==> src/rtl/flash_probe_pkg.sv <==
package flash_probe_pkg;
  localparam logic [7:0] OP_READ_ID  = 8'h9F;
  localparam logic [7:0] FILLER      = 8'hA5;
  localparam logic [7:0] OP_SR_WEN   = 8'h50;
  localparam logic [7:0] OP_SR_WRITE = 8'h01;
  localparam logic [7:0] SR_CLEAR    = 8'h00;
  localparam logic [7:0] VENDOR_OK   = 8'hBF;
  localparam logic [7:0] FAMILY_OK   = 8'h25;
  localparam logic [7:0] SIZE_LARGE  = 8'h4A;
  localparam logic [7:0] SIZE_SMALL  = 8'h41;
  localparam int         SECT_SHIFT  = 12;
  localparam int         SECTS_LARGE = 1024;
  localparam int         SECTS_SMALL = 512;

  typedef enum logic [1:0] {ST_GAP, ST_LOAD, ST_WAIT, ST_DONE} seq_state_e;

  typedef struct packed {
    logic [7:0] vendor;
    logic [7:0] family;
    logic [7:0] size;
  } id_bytes_t;
endpackage

==> src/rtl/spi_clk_gen.sv <==
module spi_clk_gen #(
  parameter int DIV = 4
) (
  input  logic clk_i,
  input  logic rst_ni,
  input  logic en_i,
  output logic tick_o
);
  localparam int CW = (DIV > 1) ? $clog2(DIV) : 1;
  logic [CW-1:0] cnt_q;

  assign tick_o = en_i && (cnt_q == CW'(DIV - 1));

  always_ff @(posedge clk_i or negedge rst_ni) begin
    if (!rst_ni)      cnt_q <= '0;
    else if (!en_i)   cnt_q <= '0;
    else if (tick_o)  cnt_q <= '0;
    else              cnt_q <= cnt_q + 1'b1;
  end
endmodule

==> src/rtl/spi_byte_shift.sv <==
module spi_byte_shift (
  input  logic       clk_i,
  input  logic       rst_ni,
  input  logic       start_i,
  input  logic [7:0] tx_i,
  input  logic       tick_i,
  input  logic       miso_i,
  output logic       busy_o,
  output logic       done_o,
  output logic [7:0] rx_o,
  output logic       sclk_o,
  output logic       mosi_o
);
  logic [7:0] tx_sr;
  logic [2:0] bit_q;

  always_ff @(posedge clk_i or negedge rst_ni) begin
    if (!rst_ni) begin
      busy_o <= 1'b0;
      done_o <= 1'b0;
      rx_o   <= '0;
      sclk_o <= 1'b0;
      mosi_o <= 1'b0;
      tx_sr  <= '0;
      bit_q  <= '0;
    end else begin
      done_o <= 1'b0;
      if (start_i && !busy_o) begin
        busy_o <= 1'b1;
        tx_sr  <= tx_i;
        mosi_o <= tx_i[7];
        sclk_o <= 1'b0;
        bit_q  <= '0;
      end else if (busy_o && tick_i) begin
        if (!sclk_o) begin
          sclk_o <= 1'b1;                    // rising: sample
          rx_o   <= {rx_o[6:0], miso_i};
        end else begin
          sclk_o <= 1'b0;                    // falling: shift
          if (bit_q == 3'd7) begin
            busy_o <= 1'b0;
            done_o <= 1'b1;
          end else begin
            bit_q  <= bit_q + 1'b1;
            tx_sr  <= {tx_sr[6:0], 1'b0};
            mosi_o <= tx_sr[6];
          end
        end
      end
    end
  end
endmodule

==> src/rtl/flash_id_decode.sv <==
module flash_id_decode
  import flash_probe_pkg::*;
#(
  parameter int SHIFT_W = 5,
  parameter int COUNT_W = 11
) (
  input  id_bytes_t          id_i,
  output logic               ok_o,
  output logic [SHIFT_W-1:0] shift_o,
  output logic [COUNT_W-1:0] count_o
);
  logic family_ok;
  assign family_ok = (id_i.vendor == VENDOR_OK) && (id_i.family == FAMILY_OK);

  always_comb begin
    ok_o    = 1'b0;
    shift_o = '0;
    count_o = '0;
    if (family_ok) begin
      unique case (id_i.size)
        SIZE_LARGE: begin
          ok_o = 1'b1; shift_o = SHIFT_W'(SECT_SHIFT); count_o = COUNT_W'(SECTS_LARGE);
        end
        SIZE_SMALL: begin
          ok_o = 1'b1; shift_o = SHIFT_W'(SECT_SHIFT); count_o = COUNT_W'(SECTS_SMALL);
        end
        default: ;
      endcase
    end
  end
endmodule

==> src/rtl/flash_probe_seq.sv <==
module flash_probe_seq
  import flash_probe_pkg::*;
#(
  parameter int CLK_DIV = 4,
  parameter int CS_GAP  = 2,
  parameter int SHIFT_W = 5,
  parameter int COUNT_W = 11
) (
  input  logic               clk_i,
  input  logic               rst_ni,
  output logic               spi_cs_no,
  output logic               spi_sclk_o,
  output logic               spi_mosi_o,
  input  logic               spi_miso_i,
  output logic               done_o,
  output logic               error_o,
  output logic [SHIFT_W-1:0] sector_shift_o,
  output logic [COUNT_W-1:0] sector_count_o
);
  localparam int GAP_W = (CS_GAP > 2) ? $clog2(CS_GAP) : 1;

  seq_state_e         state_q;
  logic [1:0]         frame_q;
  logic [1:0]         idx_q;
  logic [GAP_W-1:0]   gap_q;
  id_bytes_t          id_q;
  logic [7:0]         tx_byte;
  logic               last_byte;
  logic               tick, busy, byte_done;
  logic [7:0]         rx_byte;
  logic               id_ok;
  logic [SHIFT_W-1:0] dec_shift;
  logic [COUNT_W-1:0] dec_count;

  always_comb begin
    unique case (frame_q)
      2'd0:    begin tx_byte = (idx_q == 2'd0) ? OP_READ_ID  : FILLER;   last_byte = (idx_q == 2'd3); end
      2'd1:    begin tx_byte = OP_SR_WEN;                                last_byte = 1'b1;            end
      default: begin tx_byte = (idx_q == 2'd0) ? OP_SR_WRITE : SR_CLEAR; last_byte = (idx_q == 2'd1); end
    endcase
  end

  spi_clk_gen #(.DIV(CLK_DIV)) u_clk (
    .clk_i, .rst_ni, .en_i(busy), .tick_o(tick)
  );

  spi_byte_shift u_shift (
    .clk_i, .rst_ni,
    .start_i(state_q == ST_LOAD),
    .tx_i   (tx_byte),
    .tick_i (tick),
    .miso_i (spi_miso_i),
    .busy_o (busy),
    .done_o (byte_done),
    .rx_o   (rx_byte),
    .sclk_o (spi_sclk_o),
    .mosi_o (spi_mosi_o)
  );

  flash_id_decode #(.SHIFT_W(SHIFT_W), .COUNT_W(COUNT_W)) u_dec (
    .id_i(id_q), .ok_o(id_ok), .shift_o(dec_shift), .count_o(dec_count)
  );

  always_ff @(posedge clk_i or negedge rst_ni) begin
    if (!rst_ni) begin
      state_q        <= ST_GAP;
      frame_q        <= '0;
      idx_q          <= '0;
      gap_q          <= '0;
      id_q           <= '0;
      spi_cs_no      <= 1'b1;
      done_o         <= 1'b0;
      error_o        <= 1'b0;
      sector_shift_o <= '0;
      sector_count_o <= '0;
    end else begin
      unique case (state_q)
        ST_GAP: begin
          if (gap_q == GAP_W'(CS_GAP - 1)) begin
            gap_q <= '0;
            if (frame_q == 2'd3) begin
              done_o  <= 1'b1;
              state_q <= ST_DONE;
            end else if (frame_q == 2'd1 && !id_ok) begin
              done_o  <= 1'b1;
              error_o <= 1'b1;
              state_q <= ST_DONE;
            end else begin
              if (frame_q == 2'd1) begin
                sector_shift_o <= dec_shift;
                sector_count_o <= dec_count;
              end
              spi_cs_no <= 1'b0;
              state_q   <= ST_LOAD;
            end
          end else begin
            gap_q <= gap_q + 1'b1;
          end
        end
        ST_LOAD: state_q <= ST_WAIT;
        ST_WAIT: begin
          if (byte_done) begin
            if (frame_q == 2'd0) begin
              unique case (idx_q)
                2'd1:    id_q.vendor <= rx_byte;
                2'd2:    id_q.family <= rx_byte;
                2'd3:    id_q.size   <= rx_byte;
                default: ;
              endcase
            end
            if (last_byte) begin
              spi_cs_no <= 1'b1;
              frame_q   <= frame_q + 1'b1;
              idx_q     <= '0;
              state_q   <= ST_GAP;
            end else begin
              idx_q   <= idx_q + 1'b1;
              state_q <= ST_LOAD;
            end
          end
        end
        default: state_q <= ST_DONE;
      endcase
    end
  end
endmodule

==> config.mk <==
export PLATFORM = sky130hd
export DESIGN_NAME = flash_probe_seq
export DESIGN_NICKNAME = d
export VERILOG_FILES = /design/src/rtl/flash_probe_pkg.sv /design/src/rtl/spi_clk_gen.sv /design/src/rtl/spi_byte_shift.sv /design/src/rtl/flash_id_decode.sv /design/src/rtl/flash_probe_seq.sv
export SDC_FILE = /design/constraint.sdc
export NUM_CORES = 1
export LEC_CHECK = 0
export ABC_AREA = 0
export CAP_MARGIN = 40
export CORE_MARGIN = 1.5
export CORE_UTILIZATION = 55
export DETAILED_ROUTE_END_ITERATION = 12
export HOLD_SLACK_MARGIN = 0.06
export PLACE_DENSITY = 0.76
export SYNTH_ARGS = -nofsm -noshare
export SYNTH_HDL_FRONTEND = slang
export SYNTH_SLANG_ARGS = --single-unit
==> constraint.sdc <==
create_clock -name clk_i -period 2.6 [get_ports clk_i]
set_clock_uncertainty 0.05 [all_clocks]
set_input_delay 0.26 -clock clk_i [delete_from_list [all_inputs] [get_ports clk_i]]
set_output_delay 0.26 -clock clk_i [all_outputs]
set_load 0.01 [all_outputs]
==> metrics.yaml <==
outcome:
  run_status: "finished, final reports clean"
floorplanning:
  start_util_pct: 58.0
  die_area_um2: 5480
  rows: 25
  io_pins: 24
  die_width_um: 74.0
  dieHeight_um: 74.0
  fp.coreArea_um2: 4790
worst_setup_path:
  crit_chain: "inv_1, nor3_4, and3_1, mux2_2"
  cp.required_ns: 2.76
  crit_fanout: 9
  startpoint_type: "register"
  cp.arrival_ns: 2.11
  reg2reg_depth: 4
  cp-startpoint: "state_q[1]$_DFFE_PN0P_"
  crit_path_end_kind: "register"
  crit_type: "register to register"
  critPathMaxStageDelay_ns: 0.46
  setup.reg_to_reg.worst_slack_ns: 0.64
  worstReg2RegStart: "state_q[1]$_DFFE_PN0P_"
  reg2reg_to: "id_q[7]$_DFFE_PN0P_"
  critPathCapture: "id_q[7]$_DFFE_PN0P_"
  cp_slowest_cell: "and3_1"
clocking:
  clock-sinks: 61
  clk-insertion-delay-late_ns: 0.33
  cts_root_buf: "clkbuf_8"
  clockBufferDepth: 2
  clk_pin_slew_worst_paths_ns: 0.07
  cts_tree: "yes"
  numCtsBuffers: 9
  ctsHtreeMaxLevel: 3
  cts_resized: 0
cells_and_area:
  drive_gt1_share_pct: 26.7
  antenna_cells: 0
  nets: 251
  ff_latch_area_um2: 1530
  syn2layout_area_growth_pct: 13.1
  nFillCells: 370
  multi_input_area_um2: 1140
grt:
  grt_first_pass_wirelength_um: 7900
  grt_max_degree: 34
  grtUsageTotal_pct: 19.4
  grt_pass1_vias: 1669
  globalRouteOverflowTotal: 0
  grt_antenna_before_repair: 0
detailed_routing:
  firstDrtPassIters: 4
  wl_met1_um: 2240
  drt_iter0_drc: 43
  highest_layer: "met4"
  avgRoutedWirePerCell_um: 15.1
  vias: 1677
  ant_nets: 0
  routed_via_density: 5.41
  route.met2.wl_um: 2260
  wl_met3_um: 124
  drc: 0
  wl_um: 4690
pwr:
  swShare_pct: 20.4
  switchingPower_w: 0.000379
  vdd_ir_drop_max_v: 0.000569
  seqPwrFrac_pct: 51.8
  p_per_area_nw_per_um2: 593
  power_leakage_nw: 1.49
  comb_power_share_pct: 2.0
  p_total_w: 0.00186
  p_clk_share_pct: 46.2
  p_int_w: 0.00148
synth:
  synthTopCellsByArea: "dfrtp_1 (54%), mux2_2 (14%), ha_1 (4.5%)"
  yosys_warnings: 0
  synthDistinctLibCells: 49
  synth.top_cell.area_share_pct: 54.1
  syn_avg_cell_area_um2: 12.7
  synth_edf_count: 0
  postSynthCellCount: 219
  synth_ff_type: "dfrtp_1"
  synthArstFlopShare_pct: 100
  yosysTopAreaCell: "dfrtp_1"
  ys_ff_latch: 61
  syn_area_um2: 2780
  yosys-top-cells-count: "dfrtp_1 (60), mux2_2 (35), buf_4 (14), nand2_1 (14), ha_1 (10)"
  yosysSeqAreaShare_pct: 55.0
  post-synth-top-count-cell: "dfrtp_1"
sta:
  maxSlewViolCount: 0
  finalHoldViolations: 0
  max_freq_ghz: 0.511
  fin_crit_sh_pct: 75.2
  rsz0062_at_grt: "false"
  fin_crit_ns: 1.96
  fin_setup_tns_ns: 0
  tightest_slew_ns: 0.660
  relSlewSlack_pct: 56.0
  setup_viol: 0
placement:
  hpwl_um: 3210
  portBuffers: 11
  gp_congestion: 0.798
run:
  maxCapViolCount: 0
min_path:
  hp-class: "register to register"
cells by family after synthesis:
logic type / after synthesis / share of synthesized area, %
xor gates and xnor gates: 2 / 0.631
AOI/OAI and AO/OA: 34 / 8.12
adders and majority gates: 10 / 4.51
and+or+nand+nor: 46 / 10.4
buffers and inverters: 26 / 5.50
muxes: 39 / 15.6
other: 1 / 0.135
DFF: 61 / 55.0
final cells by class:
| type | count | area share, % |
|---|---|---|
| clock inverters | 4 | 1.44 |
| multi-input cells | 143 | 36.2 |
| well taps | 67 | 2.67 |
| inverters | 8 | 0.957 |
| repair buffers | 15 | 4.78 |
| flip-flops and latches | 61 | 48.7 |
| clock buffers | 12 | 5.26 |
power groups by stage:
| stage | Combinational (W) | Sequential, W | Clock, W |
|---|---|---|---|
| global placement | 0.0000372 | 0.000980 | 0 |
| CTS | 0.0000391 | 0.000963 | 0.000882 |
| global route | 0.0000441 | 0.000963 | 0.000917 |
| floorplan | 0.0000260 | 0.000977 | 0 |
| finish | 0.0000375 | 0.000963 | 0.000860 |
| detailed placement | 0.0000380 | 0.000980 | 0 |
sequential cells by signal, summed over array words and instances (netlist names), 2 cells and up:
name            count
frame_q             2
id_q               24
idx_q               2
sector_count_o      2
state_q             2
u_clk.cnt_q         2
u_shift.bit_q       3
u_shift.rx_o        8
u_shift.tx_sr       7
worst min-delay path by stage:
stage / startpoint / to / cells after the start
6_report: u_clk.cnt_q[0]$_DFF_PN0_ / u_clk.cnt_q[0]$_DFF_PN0_ / 1
2_1_floorplan: rst_ni / done_o$_DFFE_PN0P_ / 0
3_3_place_gp: rst_ni / u_clk.cnt_q[0]$_DFF_PN0_ / 1
3_5_place_dp: rst_ni / u_shift.sclk_o$_DFFE_PN0P_ / 1
4_1_cts: u_clk.cnt_q[0]$_DFF_PN0_ / u_clk.cnt_q[0]$_DFF_PN0_ / 1
5_1_grt: u_clk.cnt_q[0]$_DFF_PN0_ / u_clk.cnt_q[0]$_DFF_PN0_ / 1
worst max-delay path: cells and delay by family (launching register included):
kind          cells  cell delay (ns)
simple gates      2             0.85
flops             1             0.41
mux               1             0.39
buf+inv           1             0.14
through the flow:
stage	cells	worst slack (ns)	hold slack [ns]	util, %	cell area (um^2)
final	310	0.644	0.384	65.6	3140
after global routing	310	0.535	0.398	65.6	3140
after CTS	310	0.642	0.388	65.6	3140
after detailed placement	293	0.677	0.284	61.0	2920
after global placement	293	0.683	0.279	61.0	2920
after floorplan	230	0.791	-0.0856	-	2820
cell usage in the layout, fill, tap and decap left out, types with 8 or more instances in the layout:
master	netlist	final
nand2_1	14	14
ha_1	10	10
a21oi_1	9	9
o21ai_0	8	8
inv_1	8	8
clkbuf_8	0	12
mux2_2	35	35
clkdlybuf4s50_1	0	10
dfrtp_1	60	60
conb_1	1	12
timing repair:
item | in CTS | in global routing
hold buffers | 1 | 0
hold endpoints to repair | 28 | 0
setup buffers | 0 | 0
endpoints found under the setup margin | 0 | 0
layer usage:
layer	GRT usage, %	vias up
li1	-	798
met1	26.4	840
met2	30.3	30
met3	4.07	9
met4	8.64	0
met5	0	-
No activity file was read; power rests on OpenSTA's default activity.
